**config.mk**
```make
export PLATFORM = sky130hd
export DESIGN_NAME = dtmf_synth
export DESIGN_NICKNAME = d
export VERILOG_FILES = /design/src/rtl/dtmf_pkg.sv /design/src/rtl/dtmf_code_map.sv /design/src/rtl/dtmf_tone_gen.sv /design/src/rtl/dtmf_sine_rom.sv /design/src/rtl/dtmf_mix.sv /design/src/rtl/dtmf_synth.sv
export SDC_FILE = /design/constraint.sdc
export NUM_CORES = 1
export LEC_CHECK = 0
export ABC_AREA = 1
export BUFFER_PORTS_ARGS = -buffer_cell sky130_fd_sc_hd__clkbuf_2
export CORE_MARGIN = 3
export CORE_UTILIZATION = 45
export CTS_BUF_LIST = sky130_fd_sc_hd__clkbuf_16
export DETAILED_ROUTE_END_ITERATION = 10
export PLACE_DENSITY = 0.71
export SLEW_MARGIN = 20
export SYNTH_ARGS = -nofsm -noshare
export SYNTH_HDL_FRONTEND = slang
export SYNTH_SLANG_ARGS = --single-unit
```
**constraint.sdc**
```tcl
create_clock -name clk -period 9.1 [get_ports clk]
set_clock_uncertainty 0.2 [all_clocks]
set_input_delay 2.275 -clock clk [delete_from_list [all_inputs] [get_ports clk]]
set_output_delay 2.275 -clock clk [all_outputs]
set_load 0.02 [all_outputs]
```
**src/rtl/dtmf_pkg.sv**
```systemverilog
package dtmf_pkg;
  localparam int SEG_W = 5;
  localparam int DIV_W = 8;
  localparam int NUM_GRP = 2;

  typedef logic [1:0] tone_idx_t;

  // segment lengths in master clocks, low group then high group
  function automatic logic [DIV_W-1:0] seg_len(input logic grp, input tone_idx_t idx);
    logic [DIV_W-1:0] len;
    if (!grp) begin
      case (idx)
        2'd0:    len = 8'd160;
        2'd1:    len = 8'd146;
        2'd2:    len = 8'd132;
        default: len = 8'd118;
      endcase
    end else begin
      case (idx)
        2'd0:    len = 8'd92;
        2'd1:    len = 8'd84;
        2'd2:    len = 8'd76;
        default: len = 8'd68;
      endcase
    end
    return len;
  endfunction

  // quarter sine in Q15, points k*pi/16 for k = 0..8
  function automatic logic [15:0] quarter_sine(input logic [3:0] k);
    logic [15:0] v;
    case (k)
      4'd0:    v = 16'd0;
      4'd1:    v = 16'd6393;
      4'd2:    v = 16'd12539;
      4'd3:    v = 16'd18204;
      4'd4:    v = 16'd23170;
      4'd5:    v = 16'd27245;
      4'd6:    v = 16'd30273;
      4'd7:    v = 16'd32137;
      default: v = 16'd32767;
    endcase
    return v;
  endfunction
endpackage

```
**src/rtl/dtmf_code_map.sv**
```systemverilog
module dtmf_code_map
  import dtmf_pkg::*;
(
  input  logic [3:0] digit,
  output tone_idx_t  row_idx,
  output tone_idx_t  col_idx
);
  always_comb begin
    case (digit)
      4'd1:    begin row_idx = 2'd0; col_idx = 2'd0; end
      4'd2:    begin row_idx = 2'd0; col_idx = 2'd1; end
      4'd3:    begin row_idx = 2'd0; col_idx = 2'd2; end
      4'd4:    begin row_idx = 2'd1; col_idx = 2'd0; end
      4'd5:    begin row_idx = 2'd1; col_idx = 2'd1; end
      4'd6:    begin row_idx = 2'd1; col_idx = 2'd2; end
      4'd7:    begin row_idx = 2'd2; col_idx = 2'd0; end
      4'd8:    begin row_idx = 2'd2; col_idx = 2'd1; end
      4'd9:    begin row_idx = 2'd2; col_idx = 2'd2; end
      4'd10:   begin row_idx = 2'd3; col_idx = 2'd1; end
      4'd11:   begin row_idx = 2'd3; col_idx = 2'd0; end
      4'd12:   begin row_idx = 2'd3; col_idx = 2'd2; end
      4'd13:   begin row_idx = 2'd0; col_idx = 2'd3; end
      4'd14:   begin row_idx = 2'd1; col_idx = 2'd3; end
      4'd15:   begin row_idx = 2'd2; col_idx = 2'd3; end
      default: begin row_idx = 2'd3; col_idx = 2'd3; end
    endcase
  end
endmodule

```
**src/rtl/dtmf_tone_gen.sv**
```systemverilog
module dtmf_tone_gen
  import dtmf_pkg::*;
(
  input  logic             clk,
  input  logic             rst_n,
  input  logic             run,
  input  logic [DIV_W-1:0] seg_len_i,
  output logic [SEG_W-1:0] seg_o,
  output logic             wrap_o
);
  logic [DIV_W-1:0] cnt_q, cnt_d;
  logic [SEG_W-1:0] seg_q, seg_d;
  logic             term;

  // terminal when the count reaches length-1 (>= copes with a shrinking length)
  assign term = (cnt_q >= (seg_len_i - DIV_W'(1)));

  always_comb begin
    cnt_d = cnt_q;
    seg_d = seg_q;
    if (!run) begin
      cnt_d = '0;
      seg_d = '0;
    end else if (term) begin
      cnt_d = '0;
      seg_d = seg_q + SEG_W'(1);
    end else begin
      cnt_d = cnt_q + DIV_W'(1);
    end
  end

  always_ff @(posedge clk or negedge rst_n) begin
    if (!rst_n) begin
      cnt_q <= '0;
      seg_q <= '0;
    end else begin
      cnt_q <= cnt_d;
      seg_q <= seg_d;
    end
  end

  assign seg_o  = seg_q;
  assign wrap_o = run & term & (&seg_q);
endmodule

```
**src/rtl/dtmf_sine_rom.sv**
```systemverilog
module dtmf_sine_rom
  import dtmf_pkg::*;
#(
  parameter int SAMPLE_W = 12
) (
  input  logic [SEG_W-1:0]           seg,
  output logic signed [SAMPLE_W-1:0] sample
);
  localparam int SHIFT = 16 - SAMPLE_W;

  logic [3:0]          k;
  logic [15:0]         q15;
  logic [SAMPLE_W-1:0] mag;

  // fold the 32 segments onto the 9-point quarter wave
  assign k   = seg[3] ? (4'd8 - {1'b0, seg[2:0]}) : {1'b0, seg[2:0]};
  assign q15 = quarter_sine(k);
  assign mag = SAMPLE_W'(q15 >> SHIFT);
  assign sample = seg[4] ? -$signed(mag) : $signed(mag);
endmodule

```
**src/rtl/dtmf_mix.sv**
```systemverilog
module dtmf_mix #(
  parameter int SAMPLE_W = 12,
  parameter int OUT_W    = 13,
  parameter int GAIN_NUM = 81,
  parameter int GAIN_SH  = 6
) (
  input  logic signed [SAMPLE_W-1:0] row_s,
  input  logic signed [SAMPLE_W-1:0] col_s,
  output logic signed [OUT_W-1:0]    mix
);
  localparam int GAIN_W = $clog2(GAIN_NUM + 1) + 1;
  localparam int PROD_W = SAMPLE_W + GAIN_W;
  localparam int WIDE_W = PROD_W + 1;
  localparam logic signed [PROD_W-1:0] GAIN_S = PROD_W'(GAIN_NUM);
  localparam logic signed [WIDE_W-1:0] MAX_V  = WIDE_W'((64'sd1 <<< (OUT_W - 1)) - 1);
  localparam logic signed [WIDE_W-1:0] MIN_V  = -MAX_V - WIDE_W'(1);

  logic signed [PROD_W-1:0] col_ext, prod, boosted;
  logic signed [WIDE_W-1:0] wide;

  always_comb begin
    col_ext = PROD_W'(col_s);
    prod    = col_ext * GAIN_S;
    boosted = prod >>> GAIN_SH;
    wide    = WIDE_W'(row_s) + WIDE_W'(boosted);
    if (wide > MAX_V)      mix = MAX_V[OUT_W-1:0];
    else if (wide < MIN_V) mix = MIN_V[OUT_W-1:0];
    else                   mix = wide[OUT_W-1:0];
  end
endmodule

```
**src/rtl/dtmf_synth.sv**
```systemverilog
module dtmf_synth
  import dtmf_pkg::*;
#(
  parameter int SAMPLE_W = 12,
  parameter int OUT_W    = 13,
  parameter int GAIN_NUM = 81,
  parameter int GAIN_SH  = 6
) (
  input  logic                       clk,
  input  logic                       rst_n,
  input  logic [3:0]                 digit,
  input  logic                       tone_en,
  input  logic                       single_tone,
  input  logic                       group_sel,
  output logic signed [SAMPLE_W-1:0] row_smp,
  output logic signed [SAMPLE_W-1:0] col_smp,
  output logic signed [OUT_W-1:0]    mix_out,
  output logic                       row_wrap,
  output logic                       col_wrap
);
  logic                     rst_meta, rst_sync;
  tone_idx_t                row_idx, col_idx;
  tone_idx_t                grp_idx  [NUM_GRP];
  logic                     grp_run  [NUM_GRP];
  logic [SEG_W-1:0]         grp_seg  [NUM_GRP];
  logic                     grp_wrap [NUM_GRP];
  logic signed [SAMPLE_W-1:0] grp_smp [NUM_GRP];

  // asynchronous assert, synchronous release
  always_ff @(posedge clk or negedge rst_n) begin
    if (!rst_n) begin
      rst_meta <= 1'b0;
      rst_sync <= 1'b0;
    end else begin
      rst_meta <= 1'b1;
      rst_sync <= rst_meta;
    end
  end

  dtmf_code_map u_map (
    .digit   (digit),
    .row_idx (row_idx),
    .col_idx (col_idx)
  );

  assign grp_idx[0] = row_idx;
  assign grp_idx[1] = col_idx;

  for (genvar g = 0; g < NUM_GRP; g++) begin : g_tone
    // a group runs when enabled and not excluded by single-tone mode
    assign grp_run[g] = tone_en & (~single_tone | (group_sel == g[0]));

    dtmf_tone_gen u_gen (
      .clk       (clk),
      .rst_n     (rst_sync),
      .run       (grp_run[g]),
      .seg_len_i (seg_len(g[0], grp_idx[g])),
      .seg_o     (grp_seg[g]),
      .wrap_o    (grp_wrap[g])
    );

    dtmf_sine_rom #(.SAMPLE_W(SAMPLE_W)) u_rom (
      .seg    (grp_seg[g]),
      .sample (grp_smp[g])
    );
  end

  dtmf_mix #(
    .SAMPLE_W (SAMPLE_W),
    .OUT_W    (OUT_W),
    .GAIN_NUM (GAIN_NUM),
    .GAIN_SH  (GAIN_SH)
  ) u_mix (
    .row_s (grp_smp[0]),
    .col_s (grp_smp[1]),
    .mix   (mix_out)
  );

  assign row_smp  = grp_smp[0];
  assign col_smp  = grp_smp[1];
  assign row_wrap = grp_wrap[0];
  assign col_wrap = grp_wrap[1];
endmodule

```
==> results.json <==
{
  "yosys_warnings": 0,
  "yosysUniqueCellTypes": 40,
  "syn_nets": 750,
  "min_period_ns": 8.961,
  "synth_area_sq_um": 4534,
  "arrival_ns": 6.49,
  "clkLatencyLatePin_ns": 0.26,
  "start_kind": "flop",
  "synth_ff_type": "dfrtp_1",
  "slowest_stage": "fa_1",
  "cts_made_buffers": 3,
  "layout_common_cells": "116 x nand2_1, 93 x inv_1, 72 x ha_1",
  "ys_seq_area_share_pct": 15.45,
  "final_nets": 834,
  "clock_sinks": 28,
  "vdd_drop_max_uv": 86.90,
  "holdWs_ns": 0.05404,
  "critPathBufInv": 7,
  "cp_max_fo": 6,
  "core_sq_um": 9774,
  "grt_start_max_net_pins": 27,
  "diodes": 0,
  "path_clk_slew_ns": 0.07,
  "hold_buffers": 0,
  "fmax_ghz": 0.1116,
  "cts_tree": "built",
  "drv_cap": 0,
  "route.detailed.drc": 0,
  "status": "finished, final reports clean",
  "overflow": 0,
  "fp.dieW_um": 106.4,
  "die_area_sq_um": 11320,
  "grt_antenna_before_repair": 0,
  "drtPass1Iterations": 4,
  "area_growth_pct": 26.38,
  "setup_viol": 0,
  "worstReg2RegStart": "g_tone[1].u_gen.cnt_q[4]",
  "reg2reg_to": "g_tone[1].u_gen.seg_o[1]",
  "grt_pass1_vias": 4185,
  "crit_type": "flop to output port",
  "path_delay_family": "adder cells",
  "start_util_pct": 46.39,
  "required_ns": 6.63,
  "worst_slack_ns": 0.1395,
  "num_rows": 36,
  "ys_ff_latch": 28,
  "ant_nets": 0,
  "crit_path_frequent_cell": "ha_4",
  "via_per_inst": 5.124,
  "cts-htree-levels": 1,
  "place_congestion": 1.050,
  "leakage_nw": 3.276,
  "r2r_cells": 7,
  "portBuffers": 47,
  "avgSynthCellArea_sq_um": 7.063,
  "setup_tns_ns": 0,
  "powerDensity_nw_per_um2": 79.91,
  "dp_slack_ns": -0.2688,
  "relSlewSlack_pct": 59.01,
  "hold_viol_final": 0,
  "routed_wl_mm": 10.93,
  "r2r_slack_ns": 6.79,
  "clock-root-buffer": "clkbuf_16",
  "ios": 48,
  "async_flop_share_pct": 100.0,
  "synth_edf_count": 0,
  "dp_hpwl_mm": 8.299,
  "wire_per_inst_um": 12.74,
  "hold_path.class": "flop to async pin",
  "final_core_util_pct": 58.63,
  "end_kind": "output port",
  "vias": 4396,
  "drive_gt1_share_pct": 24.55,
  "drv_slew": 0,
  "fin_crit_sh_pct": 98.47,
  "worst_pin_slew_ns": 0.6085,
  "first_iter_violations": 197,
  "grt_usage_pct": 18.14,
  "fp.dieH_um": 106.4,
  "final_common_cell": "nand2_1",
  "cts.path.max_buffers": 2,
  "grt_pass1_wl_mm": 17.57,
  "netlist_instances": 642,
  "slowest_delay_ns": 0.50
}
[registers in the layout (all words and copies together), names as in the netlist]
register / flops
rst_sync: 1
g_tone.u_gen.seg_o: 10
g_tone.u_gen.cnt_q: 16
rst_meta: 1
[Yosys cell counts, types with 2 or more instances]
library cell | n | area, sq um
o21ai_2 | 4 | 35.03
ha_1 | 89 | 1114
xnor2_1 | 13 | 113.9
fa_1 | 10 | 200.2
nand4_1 | 7 | 43.79
xor2_1 | 30 | 262.8
clkbuf_1 | 2 | 7.510
or2_2 | 3 | 18.77
buf_6 | 2 | 22.52
conb_1 | 2 | 7.510
nand2_1 | 131 | 491.7
o211ai_1 | 3 | 22.52
o21bai_1 | 2 | 15.01
nand3_1 | 42 | 210.2
nor3_1 | 5 | 25.02
inv_1 | 99 | 371.6
nand2_2 | 8 | 50.05
a21boi_1 | 2 | 15.01
buf_2 | 2 | 10.01
nor2_1 | 52 | 195.2
a21oi_1 | 44 | 220.2
o21ai_0 | 40 | 200.2
dfrtp_1 | 28 | 700.7
nand3b_1 | 4 | 30.03
a31oi_1 | 3 | 18.77
[per-stage QoR]
stage / power, mW / cells / cell area [sq um]
global placement: 0.2935 / 820 / 4928
finish: 0.4579 / 858 / 5731
floorplan: 0.2530 / 642 / 4534
CTS: 0.4397 / 846 / 5359
detailed placement: 0.2985 / 820 / 4928
global route: 0.4910 / 858 / 5731
[logic make-up (layout without fill, tap and decap cells)]
kind of cell,count (synthesis),after routing,synth area share [%]
adders and majority gates,100,100,29.19
and+or+nand+nor,256,257,24.45
other,2,2,0.1656
AOI/OAI and AO/OA,106,107,13.16
xor gates and xnor gates,43,43,8.306
buffers and inverters,107,188,9.271
DFF,28,28,15.45
[final cells by class]
type,instances,area (sq um)
Sequential cell,28,703.2
Tap cell,133,166.4
Inverter,100,375.4
Timing Repair Buffer,84,529.3
Multi-Input combinational cell,509,3851
Clock buffer,3,75.07
Fill cell,875,4044
Clock inverter,1,30.03
[worst reg2reg max path, cell delays in order (launching register included)]
cell and delay, ns:
dfrtp_1 0.39, ha_1 0.20, or2_2 0.28, a21oi_1 0.14
o21ai_0 0.25, nor2_1 0.38, inv_1 0.19, o21ai_0 0.18
[where the power goes]
| part | internal [mW] | switching (mW) |
|---|---|---|
| clock network | 0.0875 | 0.0400 |
| registers | 0.127 | 0.00389 |
| logic | 0.0819 | 0.118 |
[layer usage]
layer  GRT usage (%)  wire, um  up-vias  part of all wire [%]
li1                -         -     2271                     -
met1           21.98      4597     2028                    42
met2           34.93      5774       78                    53
met3          0.9107       345       19                   3.2
met4           4.163       212        0                   1.9
met5               0         0        -                     0
[worst max path at each step]
| stage | slack (ns) | start | depth (start not counted) | end |
|---|---|---|---|---|
| 6_report | 0.14 | g_tone[1].u_gen.seg_o[0] | 35 | mix_out[10] |
| 3_5_place_dp | -0.27 | g_tone[1].u_gen.seg_o[1] | 38 | mix_out[4] |
| 2_1_floorplan | 0.15 | g_tone[1].u_gen.seg_o[0] | 37 | mix_out[10] |
| 4_1_cts | 0.005 | g_tone[1].u_gen.seg_o[0] | 35 | mix_out[5] |
| 5_1_grt | -0.16 | g_tone[1].u_gen.seg_o[0] | 35 | mix_out[7] |
| 3_3_place_gp | 0.01 | g_tone[1].u_gen.seg_o[1] | 38 | mix_out[5] |
[timing repair]
item | CTS | global route
setup buffers | 21 | 11
pin swaps | 14 | 33
endpoints found under the setup margin | 13 | 13
resized for setup | 34 | 74
cloned | 1 | 1
(Power assumes the default switching activity.)
